===== src/rtl/intx_aggregator.sv =====
module intx_aggregator #(
  parameter int NPORTS = 4,
  parameter int DEPTH  = 8
) (
  input  logic                  clk,
  input  logic                  rst,
  input  logic [NPORTS-1:0]     msg_valid,
  input  logic [2*NPORTS-1:0]   msg_line,
  input  logic [NPORTS-1:0]     msg_assert,
  output logic [3:0]            vline,
  output logic                  up_valid,
  input  logic                  up_ready,
  output logic [1:0]            up_line,
  output logic                  up_assert
);
  localparam int AW = $clog2(DEPTH);
  localparam int CW = AW + 1;

  logic [3:0]    track    [NPORTS];
  logic [3:0]    track_nx [NPORTS];
  logic [3:0]    vw_nx;
  logic [3:0]    qlvl;
  logic [2:0]    mem [DEPTH];
  logic [AW-1:0] wr, rd;
  logic [CW-1:0] count, free;
  logic [3:0]    push;
  logic [AW-1:0] slot [4];
  logic [2:0]    npush;
  logic          pop;

  always_comb begin
    for (int p = 0; p < NPORTS; p++) begin
      track_nx[p] = track[p];
      if (msg_valid[p]) track_nx[p][msg_line[2*p +: 2]] = msg_assert[p];
    end
  end

  always_comb begin
    vw_nx = '0;
    vline = '0;
    for (int p = 0; p < NPORTS; p++) begin
      vw_nx = vw_nx | track_nx[p];
      vline = vline | track[p];
    end
  end

  always_comb begin
    free  = CW'(DEPTH) - count;
    npush = '0;
    for (int i = 0; i < 4; i++) begin
      push[i] = 1'b0;
      slot[i] = wr + AW'(npush);
      if (vw_nx[i] != qlvl[i] && CW'(npush) < free) begin
        push[i] = 1'b1;
        npush   = npush + 3'd1;
      end
    end
  end

  assign up_valid = (count != '0);
  assign pop      = up_valid && up_ready;
  assign {up_line, up_assert} = mem[rd];

  always_ff @(posedge clk) begin
    if (rst) begin
      for (int p = 0; p < NPORTS; p++) track[p] <= '0;
      qlvl  <= '0;
      wr    <= '0;
      rd    <= '0;
      count <= '0;
    end else begin
      for (int p = 0; p < NPORTS; p++) track[p] <= track_nx[p];
      for (int i = 0; i < 4; i++)
        if (push[i]) qlvl[i] <= vw_nx[i];
      wr    <= wr + AW'(npush);
      rd    <= rd + AW'(pop);
      count <= count + CW'(npush) - CW'(pop);
    end
  end

  always_ff @(posedge clk) begin
    for (int i = 0; i < 4; i++)
      if (!rst && push[i]) mem[slot[i]] <= {i[1:0], vw_nx[i]};
  end

  initial begin
    assert (DEPTH >= 8 && (1 << AW) == DEPTH) else $error("DEPTH must be a power of two of at least 8");
  end

  AST_OUT_STABLE: assert property (@(posedge clk) disable iff (rst)
    up_valid && !up_ready |=> up_valid && $stable({up_line, up_assert}));
  AST_NO_OVERFLOW: assert property (@(posedge clk) disable iff (rst)
    count <= CW'(DEPTH));
  AST_SETTLED: assert property (@(posedge clk) disable iff (rst)
    count == '0 |-> qlvl == vline);
  AST_IDLE_QUIET: assert property (@(posedge clk) disable iff (rst)
    count == '0 && msg_valid == '0 |=> count == '0 && vline == $past(vline));
endmodule


===== config.mk =====
export PLATFORM = sky130hd
export DESIGN_NAME = intx_aggregator
export DESIGN_NICKNAME = d
export VERILOG_FILES = /design/src/rtl/intx_aggregator.sv
export SDC_FILE = /design/constraint.sdc
export NUM_CORES = 1
export LEC_CHECK = 0
export BUFFER_PORTS_ARGS = -buffer_cell sky130_fd_sc_hd__buf_2
export CAP_MARGIN = 25
export CORE_MARGIN = 2
export CORE_UTILIZATION = 64
export DETAILED_ROUTE_END_ITERATION = 7
export PLACE_DENSITY = 0.84
export REMOVE_ABC_BUFFERS = 1
export SETUP_SLACK_MARGIN = 0.3
export SLEW_MARGIN = 25
export SYNTH_ARGS = -nofsm -noshare
export SYNTH_HDL_FRONTEND = slang
export SYNTH_SLANG_ARGS = --single-unit

===== constraint.sdc =====
create_clock -name clk -period 18.9 [get_ports clk]
set_input_delay 2.835 -clock clk [delete_from_list [all_inputs] [get_ports clk]]
set_output_delay 2.835 -clock clk [all_outputs]
set_load 0.02 [all_outputs]

==> flow_metrics.tcl, run 1 <==
set metrics [dict create \
    drtPass1Iterations 4 \
    whs_endpoint "mem[2][2]" \
    period_minus_slack_ns 9.140 \
    drtIter0Drc 253 \
    cp.arrival_ns 9.31 \
    seq_area_um2 1161 \
    finish.utilization 0.6948 \
    crit_slowest_cell "a2111oi_4" \
    ff2ff_path_depth 25 \
    outcome "completed" \
    hold_start "mem[2][2]" \
    insertion_delay_ns 0.31 \
    cts_resized 0 \
    muxShareOfSynthArea 0.1331 \
    worstSetupStartpointType "input pin" \
    pwr_density_cell_nw_per_um2 195.5 \
    hpwl_um 6532 \
    cts-root-buf "clkbuf_8" \
    antenna_found_initial 0 \
    peakVddDrop_mv 0.2279 \
    holdWs_ns 0.4810 \
    ant_nets 0 \
    n_antenna_cell 0 \
    cp_max_fo 12 \
    fin_crit_sh 0.4836 \
    rsz0062_at_grt "no" \
    fp.dieH_um 81.33 \
    drive_gt1_frac 0.1891 \
    synth-adder-area-share 0.08630 \
    path_clk_slew_ns 0.09 \
    fin_tns_setup_ns 0 \
    rows 28 \
    hold_path_class "reg2reg" \
    num_vias 3084 \
    ys.flop_type "dfxtp_1" \
    gp_congestion 0.9105 \
    cts_hold_buf 0 \
    yosysSeqAreaShare 0.3034 \
    synth-seq-cells 54 \
    cpPeakStageDelay_ns 0.84 \
    grt_max_degree 43 \
    power.leakage_nw 1.804 \
    hold_depth 2 \
    syn2layout_area_growth_pct 6.211 \
    critPathCaptureType "register" \
    h-tree-depth 2 \
    crit_required_ns 19.07 \
    synthSimpleGateAreaFrac 0.2726 \
    worst-setup-path-type "in2reg" \
    nFillCells 452 \
    report.final.slew_viol_count 0 \
    grt_pass1_vias 2879 \
    finalHoldViolCount 0 \
    synth_async_sr_flop_share 0 \
    synth_edf_count 8 \
    nets 465 \
    clock_skew_ns 0.007427 \
    reg2reg_from "count[0]" \
    grt_overflow_total 0 \
    r2r-end "count[3]" \
    path_cells "buf_2, nor3b_2, mux2i_1, a41oi_1, a2111oi_4, or2_2, inv_1, ha_1, ha_1, a21oi_1, o21ai_1, o21ai_0, ha_1, o311a_1, a21oi_2, and2_1, mux2i_1, ha_1, inv_1, ha_1, a21o_1, a21oi_1, xnor2_1, nor2_1" \
    start_util 0.6542 \
    avgRoutedWirePerCell_um 16.97 \
    synth-warning-count 0 \
    crit_family "compound AO/OA/AOI/OAI gates" \
    netlist-cell-type-count 64 \
    max_freq_mhz 109.4 \
    synthesis.area_um2 3827 \
    cts_setup_buffers 0 \
    num_io_pins 27 \
    synth_top_family_by_area "simple AND/OR/NAND/NOR gates" \
    maxCapViolCount 0 \
    die_w_um 81.33 \
    synthXorXnorAreaFrac 0.06048 \
    synth-compound-area-share 0.1056 \
    cts_sinks 54 \
    total_power_w 0.0007948 \
    regToRegSetupSlack_ns 11.77 \
    multiInputGateArea_um2 2519 \
    path_common_cell "ha_1" \
    setup_viol 0 \
    cts_tree "done" \
    die_area_um2 6615 \
    syn_area_per_cell_um2 9.545 \
    grt_pass1_wl_um 13680 \
    drc_errors 0 \
    tightestPinTransition_ns 0.9197 \
    cts_buffer_depth 2 \
    viasPerCell 6.193 \
    wl_um 8451 \
    core_um2 5851 \
    relSlewSlack 0.3869 \
    crit_buf_inv 3 \
    cts-buffers-inserted 5 \
    grtUsageTotal 0.2706 \
    synth_cells 401 \
    port_buffers 26 \
]
cells in the final DEF, fill, tap and decap left out, types with 3 or more instances in the layout:
cell type  instances
nand3_1           25
nor4b_2            4
nor2_1            39
inv_1             20
nand3b_2           4
o21ai_0            9
fa_1               4
edfxtp_1           8
a2bb2oi_1          8
xnor2_2            3
a31oi_1            3
and2_1             4
mux4_2             6
or2_2              3
mux2_2             3
xor2_1             4
nor3_1            10
nor3b_2            4
o21ai_1            3
nand2b_1           3
or4_1              4
buf_2             26
a21oi_1           20
nor2b_1            7
dfxtp_1           46
nand2_1           29
ha_1              20
mux2i_1           34
xnor2_1           10
nand4_2            6
nand3b_1           8
clkbuf_8           5
report_power, final:
group          leakage [nW]  total (W)  internal, W  switching, W
sequential            0.454   0.000190     0.000159     0.0000318
combinational          1.30   0.000540     0.000227      0.000313
clock                0.0452  0.0000643    0.0000263     0.0000380
kinds of logic after synthesis:
logic type,count (synthesis)
AND/OR/NAND/NOR,169
AO/OA/AOI/OAI,59
flip-flops,54
multiplexers,43
buffers and inverters,32
adder cells (fa/ha/maj),24
XOR/XNOR,20
per-stage QoR:
stage | instance area (um^2) | setup WS (ns) | std cells
finish | 4065 | 9.760 | 498
global route | 4065 | 9.248 | 498
CTS | 4065 | 9.853 | 498
detailed placement | 3979 | 9.574 | 490
global placement | 3979 | 9.875 | 490
floorplan | 3755 | 10.47 | 389
routing by layer:
layer  vias up  track usage  routed length, um
met5         -            0                  0
met4         0      0.07627                 93
met3         9      0.04222                401
met2        96       0.4410               4028
met1      1487       0.3711               3927
li1       1492            -                  -
Yosys cell counts (2+ instances only):
library cell	instances	area share
nor4b_4	2	0.012
o21ai_1	3	0.0039
nor3b_2	4	0.013
a21oi_1	20	0.026
ha_1	20	0.065
nand2_1	29	0.028
fa_1	4	0.021
or2_1	2	0.0033
nand3_1	25	0.033
and2_1	4	0.0065
mux2_2	3	0.0088
inv_1	20	0.020
edfxtp_1	8	0.063
or3_1	2	0.0033
xor2_1	4	0.0092
nor2b_1	7	0.011
nand2b_1	3	0.0049
nor4b_2	4	0.016
dfxtp_1	46	0.24
nor2_1	39	0.038
nand3b_2	4	0.012
clkbuf_1	3	0.0029
nor3_1	10	0.013
and4_1	2	0.0046
a31oi_1	3	0.0049
or4_1	4	0.0078
a21o_1	2	0.0039
or2_2	3	0.0049
buf_6	3	0.0088
nand4_1	2	0.0033
nand3b_1	8	0.016
buf_1	4	0.0039
xnor2_2	3	0.013
nand4_2	6	0.020
mux2i_1	34	0.089
o21ai_0	9	0.012
xor2_2	2	0.0085
a2bb2oi_1	8	0.018
mux4_2	6	0.035
xnor2_1	10	0.023
o311a_1	2	0.0052
a21boi_0	2	0.0039
worst register-to-register path: stages (launching register included):
cell and delay, ns:
dfxtp_1 0.39, inv_1 0.16, ha_1 0.19, nor2b_2 0.21
a31oi_1 0.16, or2_1 0.36, a2111oi_4 0.88, or2_2 0.26
inv_1 0.04, ha_1 0.22, ha_1 0.30, a21oi_1 0.23
o21ai_1 0.23, o21ai_0 0.56, ha_1 0.36, o311a_1 0.12
a21oi_2 0.50, and2_1 0.31, mux2i_1 0.35, ha_1 0.33
inv_1 0.08, ha_1 0.22, a21o_1 0.17, a21oi_1 0.16
xnor2_1 0.14, nor2_1 0.05
state kept, by name, indices dropped and copies added, names as in the netlist:
name and count:
wr 3, mem 24, qlvl 4, track 16, rd 3, count 4
worst max-delay path by stage:
| stage | slack [ns] | depth (start not counted) | start | to |
|---|---|---|---|---|
| after CTS | 9.85 | 24 | msg_line[4] | count[3] |
| after detailed placement | 9.57 | 24 | msg_line[4] | count[3] |
| after floorplan | 10.47 | 23 | msg_line[4] | count[3] |
| after global routing | 9.25 | 24 | msg_line[4] | count[3] |
| final | 9.76 | 24 | msg_line[4] | count[3] |
| after global placement | 9.87 | 24 | msg_line[4] | count[3] |
area by class of cell:
cell class,count,area share
Sequential cell,54,0.2856
Clock buffer,6,0.01785
Multi-Input combinational cell,315,0.6196
Clock inverter,2,0.003386
Timing Repair Buffer,26,0.03201
Tap cell,75,0.02308
Inverter,20,0.01847
No activity file was read; power rests on OpenSTA's default activity.
==> run 2, diff against run 1 <==
--- a/config.mk
+++ b/config.mk
@@ -8,9 +8,9 @@
 export BUFFER_PORTS_ARGS = -buffer_cell sky130_fd_sc_hd__buf_2
 export CAP_MARGIN = 25
 export CORE_MARGIN = 2
-export CORE_UTILIZATION = 64
+export CORE_UTILIZATION = 55
 export DETAILED_ROUTE_END_ITERATION = 7
-export PLACE_DENSITY = 0.84
+export PLACE_DENSITY = 0.77
 export REMOVE_ABC_BUFFERS = 1
 export SETUP_SLACK_MARGIN = 0.3
 export SLEW_MARGIN = 25
==> constraint.sdc (replaced) <==
create_clock -name clk -period 8.4 [get_ports clk]
set_input_delay 1.26 -clock clk [delete_from_list [all_inputs] [get_ports clk]]
set_output_delay 1.26 -clock clk [all_outputs]
set_load 0.02 [all_outputs]
==> run 2 against run 1 <==
Net effect:
- flip-flop and latch count did not move
- setup slack lost 8.6 ns
- die area rose by 16%
- non-clock buffer count grew 1
- critical path type unchanged
- critical endpoint unchanged
- highest routed layer unchanged
==> flow_metrics.tcl, run 2 (same netlist as run 1, synthesis figures left out) <==
set metrics [dict create \
    h-tree-depth 2 \
    ant_nets 0 \
    final_cell_mix "46 x dfxtp_1, 39 x nor2_1, 34 x mux2i_1" \
    syn2layout_area_growth_pct 6.538 \
    cts_buffer_depth 2 \
    n_antenna_cell 0 \
    finalHoldViolCount 0 \
    relSlewSlack 0.4255 \
    worstSetupStartpointType "input pin" \
    cp_max_fo 11 \
    dpl_cell_area_um2 3993 \
    grt_max_degree 43 \
    crit_slowest_cell "o21ai_0" \
    rows 30 \
    start_util 0.5665 \
    cts_hold_buf 0 \
    gp_congestion 0.8673 \
    met2_length_um 3930 \
    grt_pass1_wl_um 14530 \
    pwr_density_cell_nw_per_um2 441.5 \
    num_io_pins 27 \
    maxCapViolCount 0 \
    cts_sinks 54 \
    ff2ff_path_depth 25 \
    total_power_w 0.001800 \
    grt_pass1_vias 3003 \
    cp.arrival_ns 7.43 \
    cts_resized 0 \
    cts-root-buf "clkbuf_8" \
    drtPass1Iterations 5 \
    drtIter0Drc 228 \
    rsz0062_at_grt "no" \
    final_area_um2 4078 \
    outcome "completed" \
    drive_gt1_frac 0.1910 \
    path_cells "buf_2, nor3b_2, mux2i_1, nand4_2, xnor2_1, or2_2, inv_1, ha_1, ha_1, a21oi_1, o21ai_1, o21ai_0, ha_1, o311a_1, a21oi_2, and2_1, mux2i_1, ha_1, inv_1, ha_1, a21o_1, a21oi_1, xnor2_1, nor2_1" \
    tightestPinTransition_ns 0.8617 \
    hold_path_class "reg2reg" \
    insertion_delay_ns 0.31 \
    fin_crit_sh 0.8622 \
    cts_setup_buffers 0 \
    num_vias 3083 \
    die_w_um 87.42 \
    report.final.slew_viol_count 0 \
    worst-setup-path-type "in2reg" \
    power.leakage_nw 1.805 \
    final_common_cell "dfxtp_1" \
    period_minus_slack_ns 7.243 \
    hold_depth 2 \
    critPathCaptureType "register" \
    drc_errors 0 \
    nets 466 \
    cts-buffers-inserted 5 \
    peakVddDrop_mv 0.4548 \
    fp.dieH_um 87.42 \
    clock_skew_ns 0.007997 \
    fin_tns_setup_ns 0 \
    instances_no_fill 504 \
    core_um2 6756 \
    die_area_um2 7642 \
    crit_required_ns 8.58 \
    viasPerCell 6.117 \
    largest_register_ff_count 24 \
    wl_um 8581 \
    cpPeakStageDelay_ns 0.59 \
    hpwl_um 6656 \
    wl_met1_um 3976 \
    port_buffers 26 \
    wl_met3_um 464 \
    highest_layer "met4" \
    path_common_cell "ha_1" \
    grt_overflow_total 0 \
    avgRoutedWirePerCell_um 17.03 \
    setup_viol 0 \
    cts_tree "done" \
    grtUsageTotal 0.2437 \
    antenna_found_initial 0 \
    path_clk_slew_ns 0.10 \
    placedCellCount 496 \
    max_freq_mhz 138.1 \
]
-- run 2: cell types whose count changed in the layout (fill, tap and decap cells not counted) --
cell,change
clkinv_4,-1
clkbuf_1,-1
clkinv_1,+1
buf_4,+1
clkinvlp_4,+1
-- run 2: critical path: cells and delay by family --
family	cells	cell delay, ns
buffers and inverters	3	0.24
multiplexers	2	0.73
AND/OR/NAND/NOR	5	1.08
XOR/XNOR	2	0.67
adder cells (fa/ha/maj)	5	1.43
AO/OA/AOI/OAI	7	2.01
-- run 2: path summary, 6_finish.rpt --
kind                                   to   startpoint  slack (ns)
worst min register to register  mem[1][2]    mem[1][2]        0.48
worst min-delay path            mem[1][2]    mem[1][2]        0.48
worst max-delay path             count[3]  msg_line[0]        1.16
worst max register to register   count[3]     count[0]        1.71
-- run 2: final cells by class --
type                            count  area [um^2]
Clock inverter                      3        16.27
Timing Repair Buffer               27        137.6
Tap cell                           80        100.1
Inverter                           20        75.07
Sequential cell                    54         1161
Clock buffer                        5        68.82
Multi-Input combinational cell    315         2519
Fill cell                         602         2679
-- run 2: metal layers --
| metal | up-vias | global-route usage |
|---|---|---|
| li1 | 1495 | - |
| met1 | 1463 | 0.3320 |
| met2 | 97 | 0.3857 |
| met3 | 28 | 0.05024 |
| met4 | 0 | 0.08112 |
| met5 | - | 0 |
-- run 2: power by group --
part	internal, W	switching (W)	leakage [nW]
Combinational	0.000518	0.000709	1.31
Sequential	0.000357	0.0000713	0.454
Clock	0.0000573	0.0000872	0.0416
-- run 2: stage by stage --
step | setup slack, ns | hold WS (ns) | util
2_1_floorplan | 1.547 | 0.4286 | -
3_3_place_gp | 1.147 | 0.4555 | 0.5909
3_5_place_dp | 0.8206 | 0.4561 | 0.5909
4_1_cts | 1.179 | 0.4807 | 0.6035
5_1_grt | 0.6057 | 0.4957 | 0.6035
6_report | 1.157 | 0.4785 | 0.6035
